<file path="src/rtl/ctlport_pkg.sv">
package ctlport_pkg;

  typedef enum logic [1:0] {
    SEL_ATT_L  = 2'b00,
    SEL_ATT_R  = 2'b01,
    SEL_MODE_A = 2'b10,
    SEL_MODE_B = 2'b11
  } reg_sel_e;

  // bit 0 is mute, matching the pin bus layout
  typedef struct packed {
    logic [1:0] rate;
    logic       div2;
    logic       slow;
    logic       lr_pol;
    logic [1:0] out_len;
    logic [2:0] in_fmt;
    logic       deemph;
    logic       mute;
  } cfg_t;

  localparam int CFG_W = $bits(cfg_t);

endpackage

</file>
<file path="src/rtl/ctl_sync.sv">
module ctl_sync #(
  parameter int STAGES = 2,
  parameter int LINES  = 3
) (
  input  logic             clk,
  input  logic             rst,
  input  logic [LINES-1:0] d_async,
  output logic [LINES-1:0] q_sync
);

  for (genvar g = 0; g < LINES; g++) begin : g_line
    logic [STAGES-1:0] chain;
    always_ff @(posedge clk) begin
      if (rst) chain <= '0;
      else     chain <= {chain[STAGES-2:0], d_async[g]};
    end
    assign q_sync[g] = chain[STAGES-1];
  end

endmodule

</file>
<file path="src/rtl/ctl_shifter.sv">
module ctl_shifter #(
  parameter int WORD_W = 16,
  parameter int KEEP_W = 11
) (
  input  logic              clk,
  input  logic              rst,
  input  logic              sclk_s,
  input  logic              latch_s,
  input  logic              data_s,
  output logic [KEEP_W-1:0] word_o,
  output logic              commit_o
);

  localparam int CNT_W = $clog2(WORD_W + 2);
  localparam logic [CNT_W-1:0] FULL    = CNT_W'(WORD_W);
  localparam logic [CNT_W-1:0] CNT_MAX = CNT_W'(WORD_W + 1);

  logic              sclk_d, latch_d;
  logic [CNT_W-1:0]  cnt;
  logic [KEEP_W-1:0] shreg;
  logic              sclk_rise, latch_rise, latch_fall;

  assign sclk_rise  = sclk_s & ~sclk_d;
  assign latch_rise = latch_s & ~latch_d;
  assign latch_fall = ~latch_s & latch_d;

  always_ff @(posedge clk) begin
    if (rst) begin
      sclk_d   <= 1'b0;
      latch_d  <= 1'b0;
      cnt      <= '0;
      shreg    <= '0;
      word_o   <= '0;
      commit_o <= 1'b0;
    end else begin
      sclk_d   <= sclk_s;
      latch_d  <= latch_s;
      commit_o <= 1'b0;
      if (latch_rise) begin
        if (cnt == FULL) begin
          commit_o <= 1'b1;
          word_o   <= shreg;
        end
        cnt <= '0;
      end else if (latch_fall) begin
        cnt <= '0;
      end else if (sclk_rise) begin
        // upper reserved bits shift out of the kept window
        shreg <= {shreg[KEEP_W-2:0], data_s};
        if (cnt != CNT_MAX) cnt <= cnt + 1'b1;
      end
    end
  end

  assert_commit_on_latch_R2: assert property (@(posedge clk) disable iff (rst)
    commit_o |-> $past(latch_s && !latch_d));

  assert_discard_wrong_count_R3: assert property (@(posedge clk) disable iff (rst)
    commit_o |-> ($past(cnt) == FULL));

  assert_count_bound_R3: assert property (@(posedge clk) disable iff (rst)
    cnt <= CNT_MAX);

endmodule

</file>
<file path="src/rtl/ctl_regbank.sv">
module ctl_regbank
  import ctlport_pkg::*;
#(
  parameter int ATT_W  = 8,
  parameter int KEEP_W = 11
) (
  input  logic              clk,
  input  logic              rst,
  input  logic              commit,
  input  logic [KEEP_W-1:0] word,
  output logic [ATT_W-1:0]  act_l,
  output logic [ATT_W-1:0]  act_r,
  output logic              link,
  output cfg_t              cfg
);

  localparam int LOAD_BIT = ATT_W;
  localparam int ADDR_LSB = ATT_W + 1;

  reg_sel_e         sel;
  logic [ATT_W-1:0] val, pend_l, pend_r;
  logic             ld;
  logic             mut_n, dem, i2s, lrp, sro, cko;
  logic [1:0]       iw, ow, sf;

  assign sel = reg_sel_e'(word[ADDR_LSB+1:ADDR_LSB]);
  assign val = word[ATT_W-1:0];
  assign ld  = word[LOAD_BIT];

  always_ff @(posedge clk) begin
    if (rst) begin
      pend_l <= '1;
      pend_r <= '1;
      act_l  <= '1;
      act_r  <= '1;
      mut_n  <= 1'b1;
      dem    <= 1'b0;
      iw     <= 2'b00;
      ow     <= 2'b00;
      i2s    <= 1'b0;
      lrp    <= 1'b0;
      link   <= 1'b0;
      sro    <= 1'b0;
      cko    <= 1'b0;
      sf     <= 2'b00;
    end else if (commit) begin
      case (sel)
        SEL_ATT_L: begin
          pend_l <= val;
          if (ld) begin
            act_l <= val;
            act_r <= pend_r;
          end
        end
        SEL_ATT_R: begin
          pend_r <= val;
          if (ld) begin
            act_r <= val;
            act_l <= pend_l;
          end
        end
        SEL_MODE_A: begin
          mut_n <= word[0];
          dem   <= word[1];
          iw    <= word[4:3];
          ow    <= word[6:5];
        end
        default: begin
          i2s  <= word[0];
          lrp  <= word[1];
          link <= word[2];
          sro  <= word[3];
          cko  <= word[5];
          sf   <= word[7:6];
        end
      endcase
    end
  end

  always_comb begin
    cfg.mute    = ~mut_n;
    cfg.deemph  = dem;
    cfg.in_fmt  = {i2s, iw};
    cfg.out_len = ow;
    cfg.lr_pol  = lrp;
    cfg.slow    = sro;
    cfg.div2    = cko;
    cfg.rate    = sf;
  end

  assert_noload_holds_R5: assert property (@(posedge clk) disable iff (rst)
    (commit && !ld && (sel == SEL_ATT_L || sel == SEL_ATT_R))
      |=> ($stable(act_l) && $stable(act_r)));

  assert_mode_only_on_commit_R4: assert property (@(posedge clk) disable iff (rst)
    !commit |=> ($stable(cfg) && $stable(link)));

endmodule

</file>
<file path="src/rtl/ctlport_regfile.sv">
module ctlport_regfile
  import ctlport_pkg::*;
#(
  parameter int WORD_W      = 16,
  parameter int ATT_W       = 8,
  parameter int SYNC_STAGES = 2
) (
  input  logic             clk,
  input  logic             rst,
  input  logic             ctl_latch,
  input  logic             ctl_clk,
  input  logic             ctl_data,
  input  logic             hw_sel,
  input  logic [11:0]      hw_cfg,
  output logic [ATT_W-1:0] att_left,
  output logic [ATT_W-1:0] att_right,
  output logic             mute_on,
  output logic             deemph_on,
  output logic [2:0]       in_fmt,
  output logic [1:0]       out_len,
  output logic             lr_pol,
  output logic             slow_rolloff,
  output logic             clkout_div2,
  output logic [1:0]       deemph_rate
);

  localparam int KEEP_W = ATT_W + 3;

  logic [2:0]        sync_q;
  logic [KEEP_W-1:0] word;
  logic              commit;
  logic [ATT_W-1:0]  act_l, act_r;
  logic              link;
  cfg_t              reg_cfg, out_cfg;

  ctl_sync #(.STAGES(SYNC_STAGES), .LINES(3)) u_sync (
    .clk     (clk),
    .rst     (rst),
    .d_async ({ctl_data, ctl_clk, ctl_latch}),
    .q_sync  (sync_q)
  );

  ctl_shifter #(.WORD_W(WORD_W), .KEEP_W(KEEP_W)) u_shift (
    .clk      (clk),
    .rst      (rst),
    .sclk_s   (sync_q[1]),
    .latch_s  (sync_q[0]),
    .data_s   (sync_q[2]),
    .word_o   (word),
    .commit_o (commit)
  );

  ctl_regbank #(.ATT_W(ATT_W), .KEEP_W(KEEP_W)) u_bank (
    .clk    (clk),
    .rst    (rst),
    .commit (commit),
    .word   (word),
    .act_l  (act_l),
    .act_r  (act_r),
    .link   (link),
    .cfg    (reg_cfg)
  );

  always_ff @(posedge clk) begin
    if (rst) begin
      att_left  <= '1;
      att_right <= '1;
      out_cfg   <= '0;
    end else if (hw_sel) begin
      att_left  <= '1;
      att_right <= '1;
      out_cfg   <= cfg_t'(hw_cfg);
    end else begin
      att_left  <= act_l;
      att_right <= link ? act_l : act_r;
      out_cfg   <= reg_cfg;
    end
  end

  assign mute_on      = out_cfg.mute;
  assign deemph_on    = out_cfg.deemph;
  assign in_fmt       = out_cfg.in_fmt;
  assign out_len      = out_cfg.out_len;
  assign lr_pol       = out_cfg.lr_pol;
  assign slow_rolloff = out_cfg.slow;
  assign clkout_div2  = out_cfg.div2;
  assign deemph_rate  = out_cfg.rate;

  assert_bypass_att_R11: assert property (@(posedge clk) disable iff (rst)
    $past(hw_sel) |-> (att_left == '1 && att_right == '1));

  assert_link_follows_R7: assert property (@(posedge clk) disable iff (rst)
    ($past(link) && !$past(hw_sel)) |-> (att_right == att_left));

endmodule

</file>
<file path="config.mk">
export PLATFORM = sky130hd
export DESIGN_NAME = ctlport_regfile
export DESIGN_NICKNAME = d
export VERILOG_FILES = /design/src/rtl/ctlport_pkg.sv /design/src/rtl/ctl_sync.sv /design/src/rtl/ctl_shifter.sv /design/src/rtl/ctl_regbank.sv /design/src/rtl/ctlport_regfile.sv
export SDC_FILE = /design/constraint.sdc
export NUM_CORES = 1
export LEC_CHECK = 0
export CORE_ASPECT_RATIO = 1.5
export CORE_MARGIN = 2
export CORE_UTILIZATION = 55
export DETAILED_ROUTE_END_ITERATION = 10
export GPL_TIMING_DRIVEN = 1
export PLACE_DENSITY = 0.75
export RECOVER_POWER = 100
export SETUP_SLACK_MARGIN = 0.05
export SYNTH_ARGS = -nofsm -noshare
export SYNTH_HDL_FRONTEND = slang
export SYNTH_SLANG_ARGS = --single-unit
export TNS_END_PERCENT = 10
</file>
<file path="constraint.sdc">
create_clock -name clk -period 3.7 [get_ports clk]
set_input_delay 0.37 -clock clk [delete_from_list [all_inputs] [get_ports clk]]
set_output_delay 0.37 -clock clk [all_outputs]
set_load 0.02 [all_outputs]
</file>
## After elaboration in Yosys (flattened, before gate mapping)

Cells that the tools add are included.

| word-level totals | value |
|---|---|
| register bits after elaboration | 109 |
| input bits | 18 |
| logic and storage cells | 72 |

| cells by class | value |
|---|---|
| add/sub/neg operators | 1 |
| eq/ne operators | 6 |
| mux-type cells | 8 |
| bitwise gates (word level) | 10 |
| reduce and logical (&&, ||, !) cells | 14 |

Operators with widths:

| operator | number |
|---|---|
| $mux W8 | 4 |
| $pmux W8 S2 | 2 |
| $mux W12 | 1 |
| $reduce_and A2 Y1 | 6 |
| $not A1 Y1 | 7 |
| $reduce_or A3 Y1 | 2 |
| $add A5 B1 Y5 const B | 1 |
| $eq A5 B5 Y1 const B | 1 |
| $ne A5 B5 Y1 const B | 1 |
| $ne A2 B2 Y1 const B | 2 |
| $reduce_and A4 Y1 | 1 |
| $reduce_or A2 Y1 | 2 |
| $and A1 B1 Y1 | 3 |
| $reduce_and A3 Y1 | 1 |
| $eq A2 B1 Y1 const B | 1 |
| $eq A2 B2 Y1 const B | 1 |
| $logic_not A2 Y1 | 1 |
| $reduce_bool A2 Y1 | 1 |
| $mux W1 | 1 |

## Logic depth before layout (Yosys ltp)

| depth | value |
|---|---|
| depth after elaboration | 4 |
| gate-level depth with buffers | 6 |

## Cells and area by module

Synthesis repeated with hierarchy kept, for this count alone.

| unflattened totals | value |
|---|---|
| cells, all modules | 387 |
| area, all modules | 4300.4 um^2 |

Modules (own cells, without submodules):

| module | instances | cells an instance | area each (um^2) | sequential area each (um^2) |
|---|---|---|---|---|
| ctl_regbank | 1 | 161 | 1894.3 | 900.9 |
| ctl_shifter | 1 | 129 | 1291.2 | 600.6 |
| ctlport_regfile | 1 | 82 | 934.6 | 560.5 |
| ctl_sync | 1 | 15 | 180.2 | 120.1 |

## Worst setup path after synthesis

Ideal clock, no wire load.

| timing | value |
|---|---|
| path kind | reg2reg |
| from | register u_shift.latch_d |
| to | register u_shift.shreg[0] |
| arrival | 1232 ps |
| data required time | 3572 ps |
| path slack | 2341 ps |
| stages on the path, launching flop included | 7 |
| cell sequence | dfxtp_1 > inv_1 > ha_1 > nand3b_1 > buf_2 > mux2i_1 > nor2_1 |

| between the ends | value |
|---|---|
| cells in the longest elaborated chain, start to end | 4 |

Ends and longest elaborated chain:

| element | line | text |
|---|---|---|
| start: declaration | ctl_shifter.sv:18 | `logic sclk_d, latch_d;` |
| start signal: assignment | ctl_shifter.sv:37 | `latch_d <= latch_s;` |
| $not A1 Y1 | ctl_shifter.sv:24 | `assign latch_rise = latch_s & ~latch_d;` |
| $and A1 B1 Y1 | ctl_shifter.sv:24 |  |
| $not A1 Y1 (no line) | n/a |  |
| $reduce_and A3 Y1 (no line) (*) | n/a |  |
| end signal: assignment | ctl_shifter.sv:49 | `shreg <= {shreg[KEEP_W-2:0], data_s};` |
| end: declaration | ctl_shifter.sv:20 | `logic [KEEP_W-1:0] shreg;` |

Every way passes the cells marked *; elsewhere a longest branch is shown, timed or not.
A chain may end at the register's enable or synchronous reset.

## Final worst setup path

| timing | value |
|---|---|
| from | input port rst |
| to | register u_shift.cnt[2] |

| between the ends | value |
|---|---|
| cells in the longest elaborated chain, start to end | 1 |

Ends and longest elaborated chain:

| element | line | text |
|---|---|---|
| start: declaration | ctlport_regfile.sv:9 | `input logic rst,` |
| $reduce_or A3 Y1 (no line) | n/a |  |
| end signal: assignment | ctl_shifter.sv:50 | `if (cnt != CNT_MAX) cnt <= cnt + 1'b1;` |
| end: declaration | ctl_shifter.sv:19 | `logic [CNT_W-1:0] cnt;` |

No other way between the ends.

==> run_results.csv <==
group,metric,value,unit
run_status,status,"finished with violations",
run_status,violations,"capacitance limit, slew limit",
timing,finalHoldViolations,0,
worst_hold_path,hold_end,"u_sync.g_line[1].chain[1]",
synth,ys.warnings.count,0,
setup_path,worstSetupPathType,"in2reg",
routing,wire_per_inst,13.4,um
routing,drtPass1Iterations,4,
setup_path,critPathSlowestCell,"clkbuf_2",
clocking,cts_root_buf,"clkbuf_8",
timing,setup_viol,0,
clocking,clockBufferDepth,2,
global_routing,grt.total_usage,18.7,%
clocking,cts_made_buffers,9,
timing,layout_min_cycle_time,2120,ps
synth,yosys.area.top_type_share,53.2,%
setup_path,worstPathMaxFanout,111,
synth,syn_nets,423,
power,p_per_area,410,nW/um2
clocking,tritoncts,"done",
floorplanning,start_util,56.8,%
setup_path,cp_slowest_stage_delay,960,ps
synth,avgSynthCellArea,10.3,um2
global_routing,grt_pass1_wl,11.8,mm
setup_path,r2r_slack,1620,ps
clocking,clock_sinks,109,
synth,synth-seq-cells,109,
layout,antenna_cells,0,
timing,finalSetupTns,0,ps
layout,fin_area,4730,um2
power,cellLeakagePower,1.81,nW
floorplanning,die_y,110,um
placement,io_buffers,45,
layout,postLayoutCoreUtil,65.5,%
placement,finalWeightedCongestion,0.767,
layout,nNetsFinal,455,
setup_path,r2r_cells,3,
worst_hold_path,min_path_type,"reg2reg",
synth,yosysTopAreaCell,"dfxtp_1",
timing,relSlewSlack,-25.8,%
global_routing,overflow,0,
placement,placed_area,4570,um2
setup_path,crit_required,4000,ps
synth,synth_area_leaders,"dfxtp_1 (53%), mux2i_1 (14%), nor2_1 (3.9%)",
clocking,post-cts-setup-buffers,0,
setup_path,path_cells,"buf_2 -> clkbuf_2 -> or3_1 -> a21oi_1",
timing,finalClockSkew,20.7,ps
timing,period_share,57.2,%
routing,route.detailed.drc,0,
layout,synthToLayoutAreaGrowth,15.4,%
layout,fillers,642,
setup_path,worstPathArrival,2420,ps
power,ir_drop,0.264,mV
floorplanning,die_area,8180,um2
timing,fmax,473,MHz
setup_path,startpoint_type,"input pin",
synth,yosysSeqAreaShare,53.2,%
placement,dp_hpwl,4.76,mm
routing,vias,2805,
routing,routed_via_density,5.22,
run,max-cap-violations,1,
timing,fin_ws,1580,ps
routing,antenna_left,0,
power,p_total,1.94,mW
layout,drive_gt1_share,5.72,%
synth,synth_area,4100,um2
global_routing,grt_max_degree,112,
synth,postSynthCellCount,400,
floorplanning,rows,38,
synth,synth_cell_types,31,
floorplanning,coreArea,7230,um2
routing,wirelength,7.22,mm
setup_path,end_kind,"flop",
timing,tightestPinTransition,1890,ps
clocking,clk_latency,380,ps
worst_hold_path,holdCritStartpoint,"u_sync.g_line[1].chain[0]",
floorplanning,fp.dieW,74.5,um
clocking,clkTransAtPathRegs,100,ps
global_routing,grt_pass1_vias,2571,
clocking,hold_buffers,0,
global_routing,antenna_found_initial,0,
setup_path,r2r-end,"u_bank.act_l[4]",
routing,initialDrtViolationCount,172,
clocking,ctsResizeCount,0,
floorplanning,io-pin-count,46,
clocking,htree_levels,3,
worst_hold_path,hold_path_depth,1,
timing,rsz0062_at_grt,"no",
setup_path,r2r-start,"u_shift.commit_o",
placement,dp_slack,1530,ps
timing,slew_viol_final,112,
## power breakdown
group | leakage [nW] | internal (mW) | total [mW] | switching, mW
combinational | 0.827 | 0.0396 | 0.0820 | 0.0424
sequential | 0.883 | 1.18 | 1.19 | 0.00336
clock | 0.0970 | 0.269 | 0.675 | 0.407
total | 1.81 | 1.49 | 1.94 | 0.453
## flip-flops by register name (all words and copies together), names as in the netlist, 2 cells and up
register             count
u_shift.word_o          11
u_shift.cnt              5
out_len                  2
u_bank.act_l             8
u_bank.pend_l            8
u_bank.ow                2
u_bank.iw                2
in_fmt                   3
u_sync.g_line.chain      6
u_bank.sf                2
att_left                 8
u_shift.shreg           11
u_bank.act_r             8
deemph_rate              2
u_bank.pend_r            8
att_right                8
## synth_stat cells (all sizes together)
cell type and number:
dfxtp 109, mux2i 56, nor2 43, nand2b 23, a21oi 19, a211o 18
o21ai 18, nor2b 17, buf 14, nand2 14, o22ai 14, clkbuf 12
or3 12, and3 8, inv 7, ha 5, nand3b 4, a22oi 1
nand3 1, nor3 1, nor3b 1, nor4b 1, nor4bb 1, or4 1
## area by class of cell
class | instances | area (um2) | area share, %
clock inverters | 6 | 45.0 | 0.951
repair buffers | 47 | 458 | 9.67
flip-flops and latches | 109 | 2180 | 46.1
well taps | 100 | 125 | 2.64
multi-input cells | 258 | 1760 | 37.2
clock buffers | 10 | 138 | 2.91
inverters | 7 | 26.3 | 0.555
## per-layer routing
metal / routed length (um) / up-vias / part of all wire (%) / GRT usage (%)
li1: - / 1445 / - / -
met1: 3270 / 1308 / 45 / 22.9
met2: 3620 / 43 / 50 / 31.5
met3: 212 / 9 / 2.9 / 4.95
met4: 106 / 0 / 1.5 / 6.51
met5: 0 / - / 0 / 0
## stage by stage
step | instances | hold slack (ps)
after CTS | 537 | 463
final | 537 | 461
after global placement | 521 | 425
after floorplan | 400 | 414
after detailed placement | 521 | 427
after global routing | 537 | 471
## cell families (layout without fill, tap and decap cells)
family	count (synthesis)	count (layout)	share of synthesized area (%)
fa+ha+maj	5	5	1.52
compound gates	70	70	10.7
simple gates	127	127	17.0
mux	56	56	13.7
buf+inv	33	70	3.90
flops	109	109	53.2
## layout by cell type (no fill, tap or decap), drive strengths merged, types with 11 or more instances in the layout
cell type	netlist	layout
o22ai	14	14
nand2b	23	23
clkdlybuf4s50	0	16
nand2	14	14
clkbuf	12	11
mux2i	56	56
a21oi	19	19
dlygate4sd3	0	28
o21ai	18	18
a211o	18	18
dfxtp	109	109
nor2b	17	17
or3	12	12
nor2	43	43
## worst max-delay path, delay by kind of cell
family | cells | cell delay [ps]
buffers and inverters | 2 | 1060
AND/OR/NAND/NOR | 1 | 800
AO/OA/AOI/OAI | 1 | 150
## how the worst max path moves through the flow
stage / to / slack [ps] / cells after the start / startpoint
after floorplan: u_shift.shreg[0] / 2340 / 6 / u_shift.latch_d
after global placement: att_right[1] / 1630 / 3 / hw_sel
after detailed placement: att_right[2] / 1530 / 3 / hw_sel
after CTS: u_bank.act_l[4] / 1620 / 3 / u_shift.commit_o
after global routing: att_right[1] / 1320 / 4 / rst
final: u_shift.cnt[2] / 1580 / 4 / rst
No activity file was read; power rests on OpenSTA's default activity.
